$ cat config.mk
export PLATFORM = sky130hd
export DESIGN_NAME = mul8_two_cycle
export DESIGN_NICKNAME = d
export VERILOG_FILES = /design/src/rtl/mul8_pkg.sv /design/src/rtl/mul8_opnd_stage.sv /design/src/rtl/mul8_array.sv /design/src/rtl/mul8_result_stage.sv /design/src/rtl/mul8_two_cycle.sv
export SDC_FILE = /design/constraint.sdc
export NUM_CORES = 1
export LEC_CHECK = 0
export BUFFER_PORTS_ARGS = -buffer_cell sky130_fd_sc_hd__buf_2
export CAP_MARGIN = 30
export CORE_ASPECT_RATIO = 1.2
export CORE_MARGIN = 2
export CORE_UTILIZATION = 40
export CTS_CLUSTER_DIAMETER = 200
export DETAILED_ROUTE_END_ITERATION = 8
export HOLD_SLACK_MARGIN = 0.03
export PLACE_DENSITY_LB_ADDON = 0.3
export SETUP_SLACK_MARGIN = 0.1
export SKIP_CTS_REPAIR_TIMING = 1
export SYNTH_ARGS = -nofsm -noshare
export SYNTH_HDL_FRONTEND = slang
export SYNTH_SLANG_ARGS = --single-unit
$ cat constraint.sdc
create_clock -name clk -period 9.6 [get_ports clk]
set_clock_uncertainty 0.15 [all_clocks]
set_input_delay 0 -clock clk [delete_from_list [all_inputs] [get_ports clk]]
set_output_delay 0 -clock clk [all_outputs]
set_load 0.01 [all_outputs]
$ cat src/rtl/mul8_pkg.sv
package mul8_pkg;
  localparam int OPSEL_W  = 3;
  localparam int FRAC_BIT = 2;

  typedef enum logic [1:0] {
    SGN_UU  = 2'b00,
    SGN_SS  = 2'b01,
    SGN_SU  = 2'b10,
    SGN_ALT = 2'b11
  } sgn_mode_e;

  typedef struct packed {
    logic      frac;
    sgn_mode_e mode;
  } opsel_t;
endpackage

$ cat src/rtl/mul8_opnd_stage.sv
module mul8_opnd_stage
  import mul8_pkg::*;
#(
  parameter int OPW = 8
) (
  input  logic                   clk,
  input  logic                   rst,
  input  logic                   start_i,
  input  logic [OPSEL_W-1:0]     op_i,
  input  logic [OPW-1:0]         a_i,
  input  logic [OPW-1:0]         b_i,
  output logic                   accept_o,
  output logic                   busy_o,
  output logic                   frac_o,
  output logic signed [OPW:0]    ext_a_o,
  output logic signed [OPW:0]    ext_b_o
);
  // first operand is signed in the signed and mixed modes
  function automatic logic a_signed(input sgn_mode_e m);
    return (m == SGN_SS) || (m == SGN_SU);
  endfunction

  // second operand is signed only in the fully signed mode
  function automatic logic b_signed(input sgn_mode_e m);
    return (m == SGN_SS);
  endfunction

  function automatic logic signed [OPW:0] widen(input logic [OPW-1:0] v, input logic sgn);
    return $signed({sgn & v[OPW-1], v});
  endfunction

  opsel_t sel;
  logic   busy_q;

  assign sel      = opsel_t'(op_i);
  assign accept_o = start_i && !busy_q;
  assign busy_o   = busy_q;

  always_ff @(posedge clk) begin
    if (rst) begin
      busy_q  <= 1'b0;
      frac_o  <= 1'b0;
      ext_a_o <= '0;
      ext_b_o <= '0;
    end else if (accept_o) begin
      busy_q  <= 1'b1;
      frac_o  <= sel.frac;
      ext_a_o <= widen(a_i, a_signed(sel.mode));
      ext_b_o <= widen(b_i, b_signed(sel.mode));
    end else begin
      busy_q  <= 1'b0;
    end
  end


  busy_after_accept_chk: assert property (@(posedge clk) disable iff (rst)
    accept_o |=> busy_q);

  busy_one_cycle_chk: assert property (@(posedge clk) disable iff (rst)
    busy_q |=> !busy_q);

  busy_ignores_start_chk: assert property (@(posedge clk) disable iff (rst)
    (busy_q && start_i) |=> ($stable(ext_a_o) && $stable(ext_b_o) && $stable(frac_o)));
endmodule

$ cat src/rtl/mul8_array.sv
module mul8_array #(
  parameter int OPW = 8
) (
  input  logic signed [OPW:0]   ea_i,
  input  logic signed [OPW:0]   eb_i,
  output logic [2*OPW-1:0]      raw_o
);
  localparam int FULL_W = 2*OPW + 2;

  function automatic logic signed [FULL_W-1:0] smul(input logic signed [OPW:0] x,
                                                    input logic signed [OPW:0] y);
    return FULL_W'(x) * FULL_W'(y);
  endfunction

  logic signed [FULL_W-1:0] full_prod;

  assign full_prod = smul(ea_i, eb_i);
  assign raw_o     = full_prod[2*OPW-1:0];

  logic unused_top;
  assign unused_top = ^full_prod[FULL_W-1:2*OPW];
endmodule

$ cat src/rtl/mul8_result_stage.sv
module mul8_result_stage #(
  parameter int OPW = 8
) (
  input  logic               clk,
  input  logic               rst,
  input  logic               load_i,
  input  logic               frac_i,
  input  logic [2*OPW-1:0]   raw_i,
  output logic [2*OPW-1:0]   prod_o,
  output logic               zero_o,
  output logic               carry_o,
  output logic               done_o
);
  localparam int PW = 2*OPW;

  function automatic logic [PW-1:0] align(input logic [PW-1:0] r, input logic f);
    return f ? {r[PW-2:0], 1'b0} : r;
  endfunction

  function automatic logic all_zero(input logic [PW-1:0] r);
    return (r == '0);
  endfunction

  logic [PW-1:0] final_w;
  logic          frac_last;

  assign final_w = align(raw_i, frac_i);

  always_ff @(posedge clk) begin
    if (rst) begin
      prod_o    <= '0;
      zero_o    <= 1'b0;
      carry_o   <= 1'b0;
      done_o    <= 1'b0;
      frac_last <= 1'b0;
    end else begin
      done_o <= load_i;
      if (load_i) begin
        prod_o    <= final_w;
        zero_o    <= all_zero(final_w);
        carry_o   <= raw_i[PW-1];
        frac_last <= frac_i;
      end
    end
  end


  done_single_chk: assert property (@(posedge clk) disable iff (rst)
    done_o |=> !done_o);

  zero_match_chk: assert property (@(posedge clk) disable iff (rst)
    done_o |-> (zero_o == (prod_o == '0)));

  frac_lsb_chk: assert property (@(posedge clk) disable iff (rst)
    (done_o && frac_last) |-> (prod_o[0] == 1'b0));

  hold_chk: assert property (@(posedge clk) disable iff (rst)
    !load_i |=> ($stable(prod_o) && $stable(zero_o) && $stable(carry_o)));
endmodule

$ cat src/rtl/mul8_two_cycle.sv
module mul8_two_cycle
  import mul8_pkg::*;
#(
  parameter int OPW = 8
) (
  input  logic                 clk,
  input  logic                 rst,
  input  logic                 start_i,
  input  logic [OPSEL_W-1:0]   op_i,
  input  logic [OPW-1:0]       opa_i,
  input  logic [OPW-1:0]       opb_i,
  output logic [OPW-1:0]       prod_hi_o,
  output logic [OPW-1:0]       prod_lo_o,
  output logic                 flag_z_o,
  output logic                 flag_c_o,
  output logic                 done_o
);
  localparam int PW = 2*OPW;

  logic                  accept_w;
  logic                  busy_w;
  logic                  frac_w;
  logic signed [OPW:0]   ext_a_w;
  logic signed [OPW:0]   ext_b_w;
  logic [PW-1:0]         raw_w;
  logic [PW-1:0]         prod_w;

  mul8_opnd_stage #(.OPW(OPW)) opnd_i (
    .clk(clk), .rst(rst), .start_i(start_i), .op_i(op_i),
    .a_i(opa_i), .b_i(opb_i),
    .accept_o(accept_w), .busy_o(busy_w), .frac_o(frac_w),
    .ext_a_o(ext_a_w), .ext_b_o(ext_b_w)
  );

  mul8_array #(.OPW(OPW)) array_i (
    .ea_i(ext_a_w), .eb_i(ext_b_w), .raw_o(raw_w)
  );

  mul8_result_stage #(.OPW(OPW)) result_i (
    .clk(clk), .rst(rst), .load_i(busy_w), .frac_i(frac_w), .raw_i(raw_w),
    .prod_o(prod_w), .zero_o(flag_z_o), .carry_o(flag_c_o), .done_o(done_o)
  );

  assign prod_hi_o = prod_w[PW-1:OPW];
  assign prod_lo_o = prod_w[OPW-1:0];


  latency_two_chk: assert property (@(posedge clk) disable iff (rst)
    accept_w |=> ##1 done_o);

  no_done_while_busy_chk: assert property (@(posedge clk) disable iff (rst)
    busy_w |-> !done_o);
endmodule

==> run_results.csv, run 1 <==
group,metric,value,unit
logic_synthesis,ys_warn_count,0,
min_path,hold_path.class,"input port to flop",
timing,hold_viol_final,0,
logic_synthesis,ys_seq_area_share,18.0,%
cts,cts_max_path_buffers,2,
route,via_count,3360,
route,vias_per_cell,5.05,
timing,tns,0,ns
logic_synthesis,synth_top_family_by_area,"adder cells",
timing,setup_viol,0,
floorplanning,num_rows,41,
flow_run,cap_violations,0,
timing,holdWs,0.00567,ns
worst_setup_path,cp_num_buf_inv,3,
logic_synthesis,synth_seq_cells,39,
pwr,power.density,98.1,nW/um^2
worst_setup_path,slowest_delay,0.65,ns
cts,cts.clk_slew.worst_paths,0.06,ns
worst_setup_path,endpoint_kind,"flop",
route,drt_wl_total,9500,microns
placed_design,dp_hpwl,7430,microns
worst_setup_path,crit_path_cell_trace,"nand2_1 -> fa_1 -> inv_1 -> fa_1 -> fa_1 -> inv_1 -> fa_1 -> inv_1 -> ha_1 -> ha_1 -> or3_1 -> a311oi_2 -> o21ai_0 -> nor4b_2 -> a41oi_1 -> o21ba_1",
logic_synthesis,synthAdderAreaFrac,38.9,%
placed_design,gp_congestion,0.865,
cts,cts_made_buffers,5,
logic_synthesis,ys_top_cells_by_area,"fa_1 29%, dfxtp_1 18%, ha_1 9.8%, nand2_1 7.4%, inv_1 6.1%",
floorplanning,core,10500,sq um
pwr,switchingPower,144,uW
timing,slew_headroom,49.2,%
floorplanning,fp.dieW,99.0,microns
logic_synthesis,syn_nets,617,
pwr,clock_power_share,39.7,%
layout,antenna_cells,0,
pwr,p_sw_share,29.6,%
floorplanning,start_util,41.2,%
timing,rsz0062_at_grt,"false",
route,drc,0,
logic_synthesis,async_reset_ff_share,0,%
global_route,grt_pass1_vias,3508,
floorplanning,die_area,11700,sq um
timing,maxSlewViolCount,0,
floorplanning,ios,41,
logic_synthesis,yosys.area.top_type,"fa_1",
worst_setup_path,crit_required,9.63,ns
cts,cts_tree,"built",
floorplanning,die_h,118,microns
logic_synthesis,synth_ff_type,"dfxtp_1",
cts,cts_root_buf,"clkbuf_16",
worst_setup_path,cpMostUsedCell,"fa_1",
worst_setup_path,path_max_fanout,12,
pwr,pwr-share-seq,38.7,%
layout,final_cell_mix,"85 x nand2_1, 71 x inv_1, 63 x fa_1, 40 x buf_2, 39 x dfxtp_1",
timing,worst_pin_slew,0.762,ns
cts,clk_latency,0.29,ns
logic_synthesis,netlist_instances,498,
layout,final_common_cell,"nand2_1",
timing,fmax,182,MHz
worst_setup_path,cp_top_family,"adder cells",
logic_synthesis,synth-xor-area-share,3.44,%
logic_synthesis,synth.top_cell.area_share,29.1,%
cts,h-tree-depth,2,
status,run_status,"finished, final reports clean",
timing,min_period_over_period,57.3,%
pwr,p_int,343,uW
global_route,grt.overflow.total,0,
logic_synthesis,synth_edf_count,0,
global_route,grt_usage,17.3,%
placed_design,dp_slack,4.17,ns
logic_synthesis,syn_area_per_cell,8.70,sq um
logic_synthesis,synthSimpleGateAreaFrac,19.1,%
pwr,combinationalPowerShare,21.6,%
worst_setup_path,cpMaxStageDelayCell,"dfxtp_1",
logic_synthesis,yosysUniqueCellTypes,45,
layout,drive_above_1_share,11.2,%
logic_synthesis,syn_area,4330,sq um
pwr,ir_drop,0.0895,mV
route,initialDrtViolationCount,152,
layout,fillers,992,
global_route,grt_max_degree,40,
layout,area_growth,14.5,%
cts,cts_sinks,39,
worst_setup_path,worstSetupStartpointType,"flop",
global_route,antenna_found_initial,0,
route,wl_per_cell,14.3,microns
global_route,grt_pass1_wl,16500,microns
layout,layout.nets,655,
route,ant_nets,0,
worst_setup_path,worstPathArrival,5.53,ns
worst_setup_path,critical_path_class,"flop to flop",
logic_synthesis,synth_compound_area_share,9.56,%
logic_synthesis,synth_mux_area_share,2.11,%
route,dr.pass1.iters,4,
timing,finalWorstSetupSlack,4.10,ns
pwr,power_leakage,0.00250,uW
timing,finalCriticalPeriod,5.50,ns
placed_design,io_buffers,40,
## tightest hold or removal path, delay by kind of cell
kind | cells | cell delay (ns)
buf+inv | 2 | 0.13
fa+ha+maj | 1 | 0.10
simple gates | 1 | 0.09
compound gates | 1 | 0.06
## flip-flops by register name (all words and copies together), names as in the netlist
register	flops
opnd_i.ext_a_o	9
opnd_i.frac_o	1
result_i.done_o	1
opnd_i.busy_o	1
result_i.zero_o	1
result_i.carry_o	1
opnd_i.ext_b_o	9
result_i.prod_o	16
## through the flow
stage	area (sq um)	util (%)	std cells	total power (uW)
after floorplan	4330	-	498	261
after detailed placement	4590	43.7	638	292
after global placement	4580	43.6	637	290
after global routing	4960	47.2	666	516
after CTS	4760	45.3	646	486
final	4960	47.2	666	487
## power by group through the flow
stage / Combinational, uW / Sequential, uW / Clock [uW]
after CTS: 100 / 189 / 197
after global placement: 98.0 / 192 / 0
after global routing: 121 / 191 / 204
after detailed placement: 99.8 / 192 / 0
final: 105 / 189 / 193
after floorplan: 80.4 / 180 / 0
## cell families after synthesis
logic type                 Yosys count
buffers and inverters              102
and+or+nand+nor                    172
DFF                                 39
AOI/OAI and AO/OA                   62
muxes                                9
adders and majority gates           97
xor gates and xnor gates            17
## final timing paths
check / start / cells past startpoint / end / slack [ns]
worst max-delay path: opnd_i.ext_b_o[0] / 16 / result_i.zero_o / 4.10
worst min-delay path: op_i[1] / 5 / opnd_i.ext_a_o[8] / 0.006
worst max register to register: opnd_i.ext_b_o[0] / 16 / result_i.zero_o / 4.10
worst min register to register: result_i.prod_o[0] / 2 / result_i.prod_o[0] / 0.32
## synth_stat cells, types with 2 or more instances
master,n
a211oi_1,9
a21o_2,2
a21oi_1,28
a311oi_1,3
a31oi_1,2
a41oi_1,2
and2_1,32
and3_1,3
buf_1,4
buf_2,2
clkbuf_1,25
dfxtp_1,39
fa_1,63
ha_1,34
inv_1,71
mux2i_1,8
nand2_1,85
nand2b_1,6
nand3_1,2
nor2_1,18
nor2b_1,9
nor3_1,4
nor3b_1,3
o211ai_1,3
o21ai_0,4
or2_2,2
or3_1,2
xnor2_1,11
xor2_1,6
## final cells by class
| class | instances | area, sq um | area share [%] |
|---|---|---|---|
| sequential | 39 | 781 | 15.7 |
| tap | 129 | 161 | 3.25 |
| clock inverter | 3 | 46.3 | 0.933 |
| timing repair buffer | 62 | 415 | 8.37 |
| clock buffer | 5 | 125 | 2.52 |
| multi-input combinational | 357 | 3170 | 63.8 |
| inverter | 71 | 267 | 5.37 |
## layer usage
| layer | vias up | share of wire, % | track usage (%) |
|---|---|---|---|
| met5 | - | 0 | 0 |
| met4 | 0 | 1.1 | 4.20 |
| met3 | 9 | 2.8 | 1.84 |
| met2 | 59 | 53 | 31.3 |
| met1 | 1651 | 43 | 22.0 |
| li1 | 1641 | - | - |
Power figures use the tool's default switching activity.
==> run 2: changes to the inputs <==
clock period = 5.1 ns   (was 9.6 ns; I/O delays follow)
==> run_results.csv, run 2 (synthesized netlist as in run 1, its figures left out) <==
group,metric,value,unit
status,run_status,"finished, final reports clean",
layout,largest_register,"result_i.prod_o",
cts,h-tree-depth,2,
pwr,switchingPower,296,uW
global_route,grt.overflow.total,0,
route,via_count,3606,
worst_setup_path,crit_required,5.08,ns
layout,largest_reg_flops,16,
worst_setup_path,slowest_delay,0.58,ns
timing,rsz0062_at_grt,"true",
pwr,p_int,641,uW
timing,fmax,202,MHz
cts,cts_tree,"built",
timing,setup_viol,0,
min_path,hold_path.class,"input port to flop",
floorplanning,core,10500,sq um
timing,worst_pin_slew,0.822,ns
worst_setup_path,cpMaxStageDelayCell,"fa_2",
layout,final_cell_mix,"81 x nand2_1, 67 x inv_1, 54 x fa_1, 50 x buf_4, 40 x buf_2",
global_route,antenna_found_initial,1,
route,vias_per_cell,5.04,
timing,min_period_over_period,96.9,%
layout,fillers,879,
layout,final_common_cell,"nand2_1",
placed_design,io_buffers,40,
route,dr.pass1.iters,5,
worst_setup_path,critical_path_class,"flop to flop",
floorplanning,die_h,118,microns
global_route,grt_max_degree,40,
layout,top_regs,"result_i.prod_o: 16 flops, opnd_i.ext_a_o: 9 flops, opnd_i.ext_b_o: 9 flops",
placed_design,dp_hpwl,8550,microns
worst_setup_path,crit_path_cell_trace,"buf_4 -> buf_4 -> and2_1 -> fa_1 -> fa_2 -> fa_2 -> fa_2 -> ha_4 -> ha_4 -> a21o_1 -> a311oi_4 -> o31ai_2 -> buf_4 -> and3_1 -> mux2i_1 -> a21oi_1",
route,initialDrtViolationCount,102,
layout,drive_above_1_share,30.2,%
layout,instances_no_fill,716,
pwr,combinationalPowerShare,30.9,%
floorplanning,num_rows,41,
layout,design_area,5680,sq um
timing,slew_headroom,45.1,%
placed_design,dp_cells,678,
layout,layout.nets,704,
route,ant_nets,0,
timing,holdWs,0.0194,ns
worst_setup_path,worstPathArrival,4.93,ns
floorplanning,fp.dieW,99.0,microns
floorplanning,start_util,41.2,%
cts,clk_latency,0.28,ns
placed_design,placed_cell_area,4900,sq um
pwr,power_leakage,0.00274,uW
worst_setup_path,worstSetupStartpointType,"flop",
layout,area_growth,31.1,%
cts,cts.clk_slew.worst_paths,0.06,ns
cts,cts_root_buf,"clkbuf_16",
timing,hold_viol_final,0,
timing,maxSlewViolCount,0,
worst_setup_path,cp_num_buf_inv,3,
floorplanning,ios,41,
pwr,power.density,165,nW/um^2
worst_setup_path,path_max_fanout,6,
route,wl_per_cell,15.5,microns
global_route,grt_pass1_wl,17000,microns
global_route,grt_pass1_vias,3606,
worst_setup_path,endpoint_kind,"flop",
floorplanning,die_area,11700,sq um
pwr,clock_power_share,32.7,%
route,drc,0,
cts,cts_sinks,39,
cts,cts_max_path_buffers,2,
pwr,p_sw_share,31.6,%
global_route,grt_usage,18.0,%
worst_setup_path,cp_top_family,"adder cells",
flow_run,cap_violations,0,
placed_design,gp_congestion,0.808,
pwr,ir_drop,0.142,mV
pwr,pwr-share-seq,36.4,%
cts,cts_made_buffers,5,
timing,finalCriticalPeriod,4.94,ns
route,drt_wl_total,11100,microns
-- run 2: tightest hold or removal path, delay by kind of cell --
family / cells / cell delay [ns]
and+or+nand+nor: 1 / 0.13
adders and majority gates: 1 / 0.12
buffers and inverters: 1 / 0.09
AOI/OAI and AO/OA: 1 / 0.07
-- run 2: cell type report --
type                    count  area, sq um  area share [%]
diodes                      1         2.50          0.0440
clock buffers               7          133            2.33
clock inverters             1         5.00          0.0881
inverters                  71          267            4.69
multi-input cells         357         3470            61.1
flip-flops and latches     39          843            14.8
well taps                 129          161            2.84
repair buffers            111          800            14.1
-- run 2: final timing paths --
check | start | slack, ns | cells past startpoint | endpoint
setup / recovery | opnd_i.ext_a_o[3] | 0.16 | 16 | result_i.prod_o[15]
hold / removal | op_i[0] | 0.02 | 4 | opnd_i.ext_a_o[8]
setup reg to reg | opnd_i.ext_a_o[3] | 0.16 | 16 | result_i.prod_o[15]
hold reg to reg | result_i.prod_o[8] | 0.32 | 2 | result_i.prod_o[8]
-- run 2: metrics by stage --
step / power [uW] / util, % / setup TNS [ns] / setup WS (ns)
detailed placement: 578 / 46.6 / -0.0969 / -0.0969
global placement: 574 / 46.6 / 0 / 0.0338
finish: 937 / 54.0 / 0 / 0.159
CTS: 884 / 47.9 / -0.184 / -0.122
floorplan: 491 / - / 0 / 0.108
global route: 981 / 54.0 / 0 / 0.00621
-- run 2: power groups by stage --
stage          clock network (uW)  registers [uW]  logic, uW
2_1_floorplan                   0             339        152
3_3_place_gp                    0             350        223
3_5_place_dp                    0             351        227
4_1_cts                       311             345        228
5_1_grt                       319             344        318
6_report                      306             341        290
-- run 2: layer usage --
metal  track usage [%]  share of wire (%)  vias up
met3              1.90                3.1       20
met5                 0                  0        -
met4              4.37                2.5        0
met2              33.4                 53       83
met1              21.9                 41     1766
li1                  -                  -     1737
==> run 3: changes to the inputs <==
CORE_UTILIZATION = 55   (was 40)
SLEW_MARGIN = 5   (was default)
==> run_results.csv, run 3 (synthesized netlist as in run 1, its figures left out) <==
group,metric,value,unit
layout,top_regs,"result_i.prod_o: 16 flops, opnd_i.ext_a_o: 9 flops, opnd_i.ext_b_o: 9 flops",
timing,finalCriticalPeriod,5.05,ns
global_route,grt_max_degree,40,
cts,h-tree-depth,2,
floorplanning,start_util,56.6,%
worst_setup_path,cpMostUsedCell,"fa_1",
layout,drive_above_1_share,25.4,%
pwr,power.total,926,uW
worst_setup_path,critical_path_class,"flop to flop",
floorplanning,fp.dieW,85.0,microns
route,ant_nets,0,
route,drc,0,
min_path,hold_path.class,"input port to flop",
worst_setup_path,cp_top_family,"adder cells",
global_route,grt_pass1_vias,3639,
layout,final_cell_mix,"80 x nand2_1, 70 x inv_1, 60 x fa_1, 43 x buf_4, 40 x buf_2",
layout,layout.nets,705,
cts,cts.clk_slew.worst_paths,0.08,ns
layout,largest_reg_flops,16,
status,run_status,"finished, final reports clean",
worst_setup_path,crit_required,5.11,ns
worst_setup_path,worstPathArrival,5.05,ns
cts,cts_made_buffers,5,
route,via_count,3673,
worst_setup_path,cpMaxStageDelayCell,"fa_1",
pwr,ir_drop,0.269,mV
placed_design,placed_cell_area,4850,sq um
timing,setup_viol,0,
route,drt_wl_total,10800,microns
route,dr.pass1.iters,4,
placed_design,gp_congestion,0.990,
global_route,grt_usage,24.3,%
worst_setup_path,crit_path_cell_trace,"buf_6 -> nand2_4 -> fa_1 -> inv_1 -> fa_1 -> fa_1 -> fa_1 -> fa_1 -> ha_4 -> o211ai_1 -> o211ai_1 -> a41oi_2 -> xnor2_1 -> buf_4 -> mux2i_2 -> a211oi_1",
placed_design,io_buffers,40,
pwr,power.density,168,nW/um^2
timing,rsz0062_at_grt,"true",
worst_setup_path,cp_num_buf_inv,3,
layout,fillers,515,
floorplanning,die_area,8610,sq um
route,wl_per_cell,15.9,microns
layout,area_growth,27.3,%
timing,tns,0,ns
worst_setup_path,slowest_delay,0.57,ns
placed_design,dp_hpwl,8100,microns
global_route,grt.overflow.total,0,
flow_run,cap_violations,0,
layout,largest_register,"result_i.prod_o",
floorplanning,ios,41,
cts,cts_root_buf,"clkbuf_8",
pwr,power_leakage,0.00276,uW
worst_setup_path,endpoint_kind,"flop",
global_route,grt_pass1_wl,16600,microns
route,vias_per_cell,5.41,
cts,clk_latency,0.30,ns
layout,design_area,5520,sq um
global_route,antenna_found_initial,0,
floorplanning,num_rows,35,
layout,multi_input_area,3340,sq um
cts,cts_max_path_buffers,2,
timing,hold_viol_final,0,
cts,cts_sinks,39,
route,initialDrtViolationCount,100,
worst_setup_path,path_max_fanout,5,
timing,min_period_over_period,98.9,%
layout,antenna_cells,0,
timing,slew_headroom,45.7,%
floorplanning,die_h,101,microns
floorplanning,core,7660,sq um
layout,final_common_cell,"nand2_1",
timing,maxSlewViolCount,0,
timing,fmax,198,MHz
cts,cts_tree,"built",
layout,seq_area,826,sq um
timing,worst_pin_slew,0.813,ns
worst_setup_path,worstSetupStartpointType,"flop",
run 3: worst reg2reg max path, stage by stage, from the launching register on:
cell	delay, ns
dfxtp_4	0.38
buf_6	0.13
nand2_4	0.04
fa_1	0.53
inv_1	0.05
fa_1	0.46
fa_1	0.57
fa_1	0.44
fa_1	0.54
ha_4	0.31
o211ai_1	0.11
o211ai_1	0.35
a41oi_2	0.21
xnor2_1	0.18
buf_4	0.15
mux2i_2	0.20
a211oi_1	0.11
run 3: power breakdown:
group	switching [uW]	internal [uW]	total (uW)
clock network	114	196	310
registers	23.5	320	344
logic	139	133	272
run 3: final timing paths:
| check | startpoint | cells past startpoint | end | slack (ns) |
|---|---|---|---|---|
| setup / recovery | opnd_i.ext_b_o[2] | 16 | result_i.prod_o[14] | 0.05 |
| hold / removal | rst | 2 | result_i.prod_o[7] | 0.08 |
| setup reg to reg | opnd_i.ext_b_o[2] | 16 | result_i.prod_o[14] | 0.05 |
| hold reg to reg | result_i.prod_o[8] | 2 | result_i.prod_o[8] | 0.32 |
run 3: layer usage:
| layer | GRT usage [%] | vias to the layer above | wire length (microns) |
|---|---|---|---|
| met5 | 0 | - | 0 |
| met4 | 7.33 | 0 | 374 |
| met3 | 3.34 | 32 | 374 |
| met2 | 44.8 | 108 | 5840 |
| met1 | 29.3 | 1793 | 4190 |
| li1 | - | 1740 | - |
run 3: cell type report:
| cell class | count | area share, % |
|---|---|---|
| inverter | 71 | 4.83 |
| timing repair buffer | 112 | 15.2 |
| clock buffer | 6 | 1.31 |
| tap | 92 | 2.09 |
| sequential | 39 | 15.0 |
| multi-input combinational | 357 | 60.5 |
| clock inverter | 2 | 1.09 |
run 3: metrics by stage:
stage	util (%)	setup slack, ns	instances	hold slack (ns)
4_1_cts	65.0	-0.117	648	-0.216
5_1_grt	72.0	-0.170	679	0.124
2_1_floorplan	-	0.108	498	-0.0667
3_3_place_gp	63.2	0.0312	639	0.0903
6_report	72.0	0.0545	679	0.0762
3_5_place_dp	63.3	-0.0669	640	0.0966
